==> config.mk <==
export PLATFORM = sky130hd
export DESIGN_NAME = irq_status_ctrl
export DESIGN_NICKNAME = d
export VERILOG_FILES = /design/src/rtl/irq_status_ctrl.sv
export SDC_FILE = /design/constraint.sdc
export NUM_CORES = 1
export LEC_CHECK = 0
export CAP_MARGIN = 20
export CELL_PAD_IN_SITES_DETAIL_PLACEMENT = 1
export CELL_PAD_IN_SITES_GLOBAL_PLACEMENT = 1
export CORE_UTILIZATION = 42
export CTS_CLUSTER_DIAMETER = 150
export DETAILED_ROUTE_END_ITERATION = 8
export GPL_ROUTABILITY_DRIVEN = 1
export PLACE_DENSITY_LB_ADDON = 0.1
export SYNTH_ARGS = -nofsm -noshare
export SYNTH_HDL_FRONTEND = slang
export SYNTH_SLANG_ARGS = --single-unit
==> constraint.sdc <==
create_clock -name clk -period 2.5 [get_ports clk]
set_clock_uncertainty 0.1 [all_clocks]
set_input_delay 0.75 -clock clk [delete_from_list [all_inputs] [get_ports clk]]
set_output_delay 0.75 -clock clk [all_outputs]
set_load 0.005 [all_outputs]
==> src/rtl/irq_status_ctrl.sv <==
module irq_status_ctrl #(
  parameter int CNT_W = 8,
  parameter int AW    = 3
) (
  input  logic          clk,
  input  logic          rst_n,
  input  logic          bus_wr,
  input  logic          bus_rd,
  input  logic [AW-1:0] bus_addr,
  input  logic [7:0]    bus_wdata,
  output logic [7:0]    bus_rdata,
  input  logic          ev_rx_ok,
  input  logic          ev_tx_ok,
  input  logic          ev_rx_err,
  input  logic          ev_tx_err,
  input  logic          ev_ring_ovw,
  input  logic          ev_xfer_done,
  input  logic          tally_align,
  input  logic          tally_crc,
  input  logic          tally_miss,
  input  logic          frame_busy,
  input  logic          ring_freed,
  output logic          irq,
  output logic          running
);
  localparam logic [AW-1:0] A_CTRL = AW'(0);
  localparam logic [AW-1:0] A_STAT = AW'(1);
  localparam logic [AW-1:0] A_MASK = AW'(2);
  localparam logic [AW-1:0] A_TAL0 = AW'(3);
  localparam logic [AW-1:0] A_TAL1 = AW'(4);
  localparam logic [AW-1:0] A_TAL2 = AW'(5);
  localparam logic [CNT_W-1:0] CNT_TOP = {CNT_W{1'b1}};

  logic [6:0]       stat;
  logic [6:0]       mask;
  logic             run;
  logic             halt_wait;
  logic             halt_flag;
  logic             ovw_flag;
  logic [CNT_W-1:0] tally [3];

  wire wr_ctrl = bus_wr && (bus_addr == A_CTRL);
  wire wr_stat = bus_wr && (bus_addr == A_STAT);
  wire wr_mask = bus_wr && (bus_addr == A_MASK);
  wire halt_cmd  = wr_ctrl && bus_wdata[0];
  wire start_cmd = wr_ctrl && bus_wdata[1] && !bus_wdata[0];

  wire [2:0] t_inc = {tally_miss, tally_crc, tally_align};
  wire [2:0] t_rd  = {bus_rd && (bus_addr == A_TAL2),
                      bus_rd && (bus_addr == A_TAL1),
                      bus_rd && (bus_addr == A_TAL0)};
  wire any_top = tally[0][CNT_W-1] | tally[1][CNT_W-1] | tally[2][CNT_W-1];

  wire [6:0] ev_vec  = {ev_xfer_done, any_top, ev_ring_ovw, ev_tx_err,
                        ev_rx_err, ev_tx_ok, ev_rx_ok};
  wire [6:0] clr_vec = wr_stat ? bus_wdata[6:0] : 7'd0;
  wire       rst_bit = halt_flag | ovw_flag;

  always_ff @(posedge clk or negedge rst_n) begin
    if (!rst_n) stat <= '0;
    else        stat <= (stat & ~clr_vec) | ev_vec;
  end

  always_ff @(posedge clk or negedge rst_n) begin
    if (!rst_n)       mask <= '0;
    else if (wr_mask) mask <= bus_wdata[6:0];
  end

  always_ff @(posedge clk or negedge rst_n) begin
    if (!rst_n) begin
      run       <= 1'b0;
      halt_wait <= 1'b0;
      halt_flag <= 1'b1;
    end else if (halt_cmd) begin
      run       <= 1'b0;
      halt_wait <= 1'b1;
    end else if (start_cmd) begin
      run       <= 1'b1;
      halt_wait <= 1'b0;
      halt_flag <= 1'b0;
    end else if (halt_wait && !frame_busy) begin
      halt_wait <= 1'b0;
      halt_flag <= 1'b1;
    end
  end

  always_ff @(posedge clk or negedge rst_n) begin
    if (!rst_n)                        ovw_flag <= 1'b0;
    else if (ev_ring_ovw)              ovw_flag <= 1'b1;
    else if (start_cmd || ring_freed)  ovw_flag <= 1'b0;
  end

  always_ff @(posedge clk or negedge rst_n) begin
    if (!rst_n) begin
      for (int i = 0; i < 3; i++) tally[i] <= '0;
    end else begin
      for (int i = 0; i < 3; i++) begin
        if (t_rd[i])                            tally[i] <= t_inc[i] ? CNT_W'(1) : '0;
        else if (t_inc[i] && tally[i] != CNT_TOP) tally[i] <= tally[i] + 1'b1;
      end
    end
  end

  always_comb begin
    case (bus_addr)
      A_CTRL:  bus_rdata = {5'd0, halt_wait, run, ~run};
      A_STAT:  bus_rdata = {rst_bit, stat};
      A_MASK:  bus_rdata = {1'b0, mask};
      A_TAL0:  bus_rdata = 8'(tally[0]);
      A_TAL1:  bus_rdata = 8'(tally[1]);
      A_TAL2:  bus_rdata = 8'(tally[2]);
      default: bus_rdata = 8'd0;
    endcase
  end

  assign irq     = |(stat & mask);
  assign running = run;


  rxok_set_chk: assert property (@(posedge clk) disable iff (!rst_n)
    ev_rx_ok |=> stat[0]);

  set_wins_chk: assert property (@(posedge clk) disable iff (!rst_n)
    (ev_tx_ok && wr_stat && bus_wdata[1]) |=> stat[1]);

  mask_top_zero_chk: assert property (@(posedge clk) disable iff (!rst_n)
    (bus_addr == A_MASK) |-> (bus_rdata[7] == 1'b0));

  txe_irq_chk: assert property (@(posedge clk) disable iff (!rst_n)
    (ev_tx_err && mask[3] && !wr_mask) |=> irq);

  tally_sat_chk: assert property (@(posedge clk) disable iff (!rst_n)
    (tally[2] == CNT_TOP && !t_rd[2]) |=> (tally[2] == CNT_TOP));

  top_ovf_chk: assert property (@(posedge clk) disable iff (!rst_n)
    any_top |=> stat[5]);

  start_run_chk: assert property (@(posedge clk) disable iff (!rst_n)
    (start_cmd && !ev_ring_ovw) |=> (running && !bus_rdata[7] || bus_addr != A_STAT));

  halt_drop_chk: assert property (@(posedge clk) disable iff (!rst_n)
    halt_cmd |=> !running);
endmodule

* Word level (Yosys, flattened, before mapping)
Cells that the tools add are included.
** Cells by class
- Add/subtract/negate cells :: 3
- Muxes and demuxes :: 20
- Equality and inequality tests :: 8
- Bitwise logic cells :: 9
- Reductions and logical operators :: 26
** Operator list (number)
- $mux 8 :: 6
- $pmux 8 s6 :: 1
- $add 8x1->8 const B :: 3
- $ne 8x8->1 const B :: 3
- $and 7x7->7 :: 2
- $logic_and 1x1->1 :: 13
- $mux 1 :: 12
- $reduce_bool 2->1 :: 6
- $mux 7 :: 1
- $not 7->7 :: 1
- $or 7x7->7 :: 1
- $reduce_or 7->1 :: 1
- $eq 3x2->1 const B :: 2
- $eq 3x3->1 const B :: 2
- $eq 3x1->1 const B :: 1
- $logic_not 3->1 :: 1
- $or 1x1->1 :: 3
- $reduce_bool 3->1 :: 1
- $logic_not 1->1 :: 2
- $not 1->1 :: 2
- $reduce_and 2->1 :: 1
- $logic_or 1x1->1 :: 1
** Storage, ports and cells
- Input bits :: 26
- Register bits after elaboration :: 42
- Output and inout port bits :: 10

* Logic depth before layout (Yosys ltp)
- Depth in word-level cells :: 7
- Mapped depth :: 7
- Gate-level depth less buffers :: 5

* Least setup slack after synthesis
Ideal clock, no wire load.
- Kind :: input port to output port
- From :: input port bus_addr[0]
- To :: output port bus_rdata[3]
- Arrival time :: 1657 ps
- Setup slack :: -7 ps
- Path buffers :: 2
- Stages on the path :: 5
- Data required time :: 1650 ps
- Path through :: buf_4 > buf_2 > mux2_2 > a32oi_1 > o21ai_0
** Between the ends
- Cells in the longest elaborated chain, start to end :: 2
- Elaborated cells between the ends (all ways) :: 7
- Those cells by class :: 5 x eq/ne; 1 x mux; 1 x reduce/logical
** Ends and longest elaborated chain
- start: declaration :: line 9 : input logic [AW-1:0] bus_addr,
- $eq 3x3->1 (tied with other cells) :: line 105 : case (bus_addr)
- $pmux 8 s6 (*) :: line 105
- end: declaration :: line 11 : output logic [7:0] bus_rdata,
Every way passes the cells marked *; elsewhere a longest branch is shown, timed or not.

* Worst setup path in the final report
- From :: input port bus_addr[0]
- To :: output port bus_rdata[0]
The elaborated chain is that of the path after synthesis.

==> results.toml <==
[run_status]
status = "finished, violations left"
violations = "negative setup slack"

[setup_path]
r2r_cells = 6
worstPathMaxFanout = 3
max_stage_delay_ns = 0.48
crit_path_top_delay_cell = "mux4_2"
cp-start-kind = "input port"
end_kind = "primary output"
path_class = "input port to primary output"
critPathTopFamily = "multiplexers"
required_ns = 1.65
arrival_ns = 1.75
crit_cells = 5
critPathBufInv = 3
crit_path_cell_trace = "buf_8 -> buf_6 -> mux4_2 -> o21a_1 -> buf_2"

[layout]
diodes = 0
area_growth_pct = 37.9
final_core_utilization_pct = 60.7
fin_area_sq_um = 3380
drive_above_1_share_pct = 29.6
fin_nets = 359

[clock_network]
clkSinkCount = 42
htreeDepth = 2
clock_path_buffers = 2
clk_pin_slew_ns = 0.09
cts_hold_buf = 0
cts_tree = "yes"
cts_root_buffer = "clkbuf_8"
cts_buffers = 5
clk_latency_ns = 0.30

[power_and_ir_drop]
report.power.total_mw = 2.27
comb_power_share_pct = 34.0
powerDensity_nw_per_um2 = 670
leakage_nw = 1.45
ir_drop_mv = 0.403
power_frac_clock_pct = 19.3
power.net_switching_mw = 0.837
p_int_mw = 1.43
seq_power_share_pct = 46.7
swShare_pct = 37.0

[detailed_routing]
drt-pass1-iter-count = 4
postRouteAntennaNets = 0
drc_errors = 0
wirelength_um = 8590
vias = 2407
post_drt_wl_per_cell_um = 21.3
viasPerCell = 5.97
drt_iter0_markers = 103

[placement]
dp_hpwl_um = 5640
place_area_sq_um = 3080
io_buffer_count = 34
routabilityCongestion = 0.823

[sta]
rsz0062_at_grt = "yes"
drv_slew = 0
period_needed_ns = 2.60
clock.fmax_mhz = 385
fin_setup_tns_ns = -0.339
hold_viol = 0
worst_slack_ns = -0.0957
relSlewSlack_pct = 61.9
setup_viol = 6
period_share_pct = 104
worst_slew_pin_slew_ns = 0.571

[floorplan]
start_util_pct = 44.0
die_area_sq_um = 6150
die_h_um = 78.4
die-width_um = 78.4
pin_count = 36
rows = 27
core-area_sq_um = 5570

[run]
drv_cap = 0

[yosys]
syn_nets = 289
synth_edf_count = 0
ys_ff_latch = 42
seq_area_frac_synth_pct = 42.9
yosys_warnings = 0
synth_area_per_cell_sq_um = 9.43
postSynth.asyncResetShare_pct = 100
synth_ff_type = "dfrtp_1"
postSynthCellCount = 260
syn_area_sq_um = 2450
ys_types = 46

[grt]
grt_max_degree = 43
antenna_found_initial = 0
grt_pass1_vias = 2586
overflow = 0
groute.usage.overall_pct = 29.7
grt_pass1_wl_um = 13700

[worst_hold_path]
hp-class = "input port to asynchronous set/reset pin"
## routing by layer
layer  wire [um]  GRT usage (%)  up-vias
li1            -              -     1121
met1        3840           37.0     1218
met2        4300           49.4       51
met3         255           6.51       17
met4         196           12.8        0
met5           0              0        -
## power by group through the flow
| stage | sequential [mW] | clock [mW] | combinational [mW] |
|---|---|---|---|
| final | 1.06 | 0.436 | 0.770 |
| after global routing | 1.07 | 0.470 | 0.844 |
| after CTS | 1.04 | 0.442 | 0.743 |
| after detailed placement | 1.04 | 0 | 0.697 |
| after global placement | 1.04 | 0 | 0.669 |
| after floorplan | 0.967 | 0 | 0.409 |
## timing repair
action / CTS / global route
setup buffers: 8 / 2
cloned: 1 / 0
endpoints found under the setup margin: 8 / 9
gates resized for setup: 83 / 10
pin swaps: 15 / 7
## metrics by stage
stage               std cells  worst slack [ns]  hold WS (ns)
finish                    403           -0.0957         0.406
global route              403            -0.117         0.455
CTS                       402           -0.0984         0.437
detailed placement        385            -0.935         0.413
global placement          385            -0.882         0.403
floorplan                 260            0.0462         0.354
## cells by family (layout without fill, tap and decap cells)
| logic type | Yosys count | count (layout) | synth area share (%) |
|---|---|---|---|
| buffers and inverters | 22 | 93 | 4.08 |
| flip-flops | 42 | 42 | 42.9 |
| adder cells (fa/ha/maj) | 3 | 3 | 1.53 |
| AO/OA/AOI/OAI | 65 | 65 | 18.4 |
| AND/OR/NAND/NOR | 104 | 104 | 22.4 |
| XOR/XNOR | 3 | 3 | 1.07 |
| multiplexers | 21 | 21 | 9.64 |
## layout make-up
type,count,area (sq um)
Multi-Input combinational cell,196,1440
Sequential cell,42,1050
Fill cell,639,2190
Inverter,5,18.8
Tap cell,72,90.1
Clock buffer,8,80.1
Timing Repair Buffer,80,703
## flip-flops by register name, indices dropped and copies added, names as in the netlist
name / flops
ovw_flag: 1
running: 1
halt_wait: 1
halt_flag: 1
tally: 24
mask: 7
stat: 7
## worst paths after layout
check / startpoint / end / slack [ns]
hold / removal: rst_n / tally[22]$_DFFE_PN0P_ / 0.41
hold reg to reg: stat[1]$_DFF_PN0_ / stat[1]$_DFF_PN0_ / 0.44
setup reg to reg: tally[0]$_DFFE_PN0P_ / tally[0]$_DFFE_PN0P_ / 0.63
max in group asynchronous: rst_n / tally[12]$_DFFE_PN0P_ / 1.48
setup / recovery: bus_addr[0] / bus_rdata[0] / -0.1
min in group clk: stat[1]$_DFF_PN0_ / stat[1]$_DFF_PN0_ / 0.44
## synth_stat cells (all sizes together) (2+ instances only)
cell    instances  area, sq um
dfrtp          41         1030
o211ai          2         15.0
xnor2           3         26.3
and4            6         52.6
and3            4         25.0
a21boi          2         15.0
and3b           2         17.5
mux2           11          124
nand2b          4         25.0
a31oi           8         50.1
nand3          18         90.1
a21oi           8         40.0
buf             8         47.5
ha              3         37.5
nor2b           5         31.3
nor2           18         67.6
a22oi           8         60.1
a32oi           3         26.3
o21a            3         22.5
nand4           8         50.1
inv             5         18.8
nand2          21         78.8
clkbuf          9         33.8
a211oi          6         45.0
mux2i           9         90.1
a21o            6         45.0
nor3           11         55.1
o221ai          2         17.5
o21ai          10         50.1
## cells in the final DEF, fill, tap and decap left out, drive strengths merged, types with 3 or more instances in the layout
| cell type | instances |
|---|---|
| mux2 | 11 |
| nand2b | 4 |
| buf | 58 |
| nand2 | 21 |
| a21oi | 8 |
| clkdlybuf4s50 | 21 |
| nor2b | 5 |
| mux2i | 9 |
| a32oi | 3 |
| ha | 3 |
| dfrtp | 41 |
| inv | 5 |
| a21o | 6 |
| a211oi | 6 |
| xnor2 | 3 |
| and3 | 4 |
| nand3 | 18 |
| and4 | 6 |
| clkbuf | 8 |
| a22oi | 8 |
| nor3 | 11 |
| nand4 | 8 |
| nor2 | 18 |
| o21a | 3 |
| o21ai | 10 |
| a31oi | 8 |
Note: power is estimated with default switching activity, not from simulation.
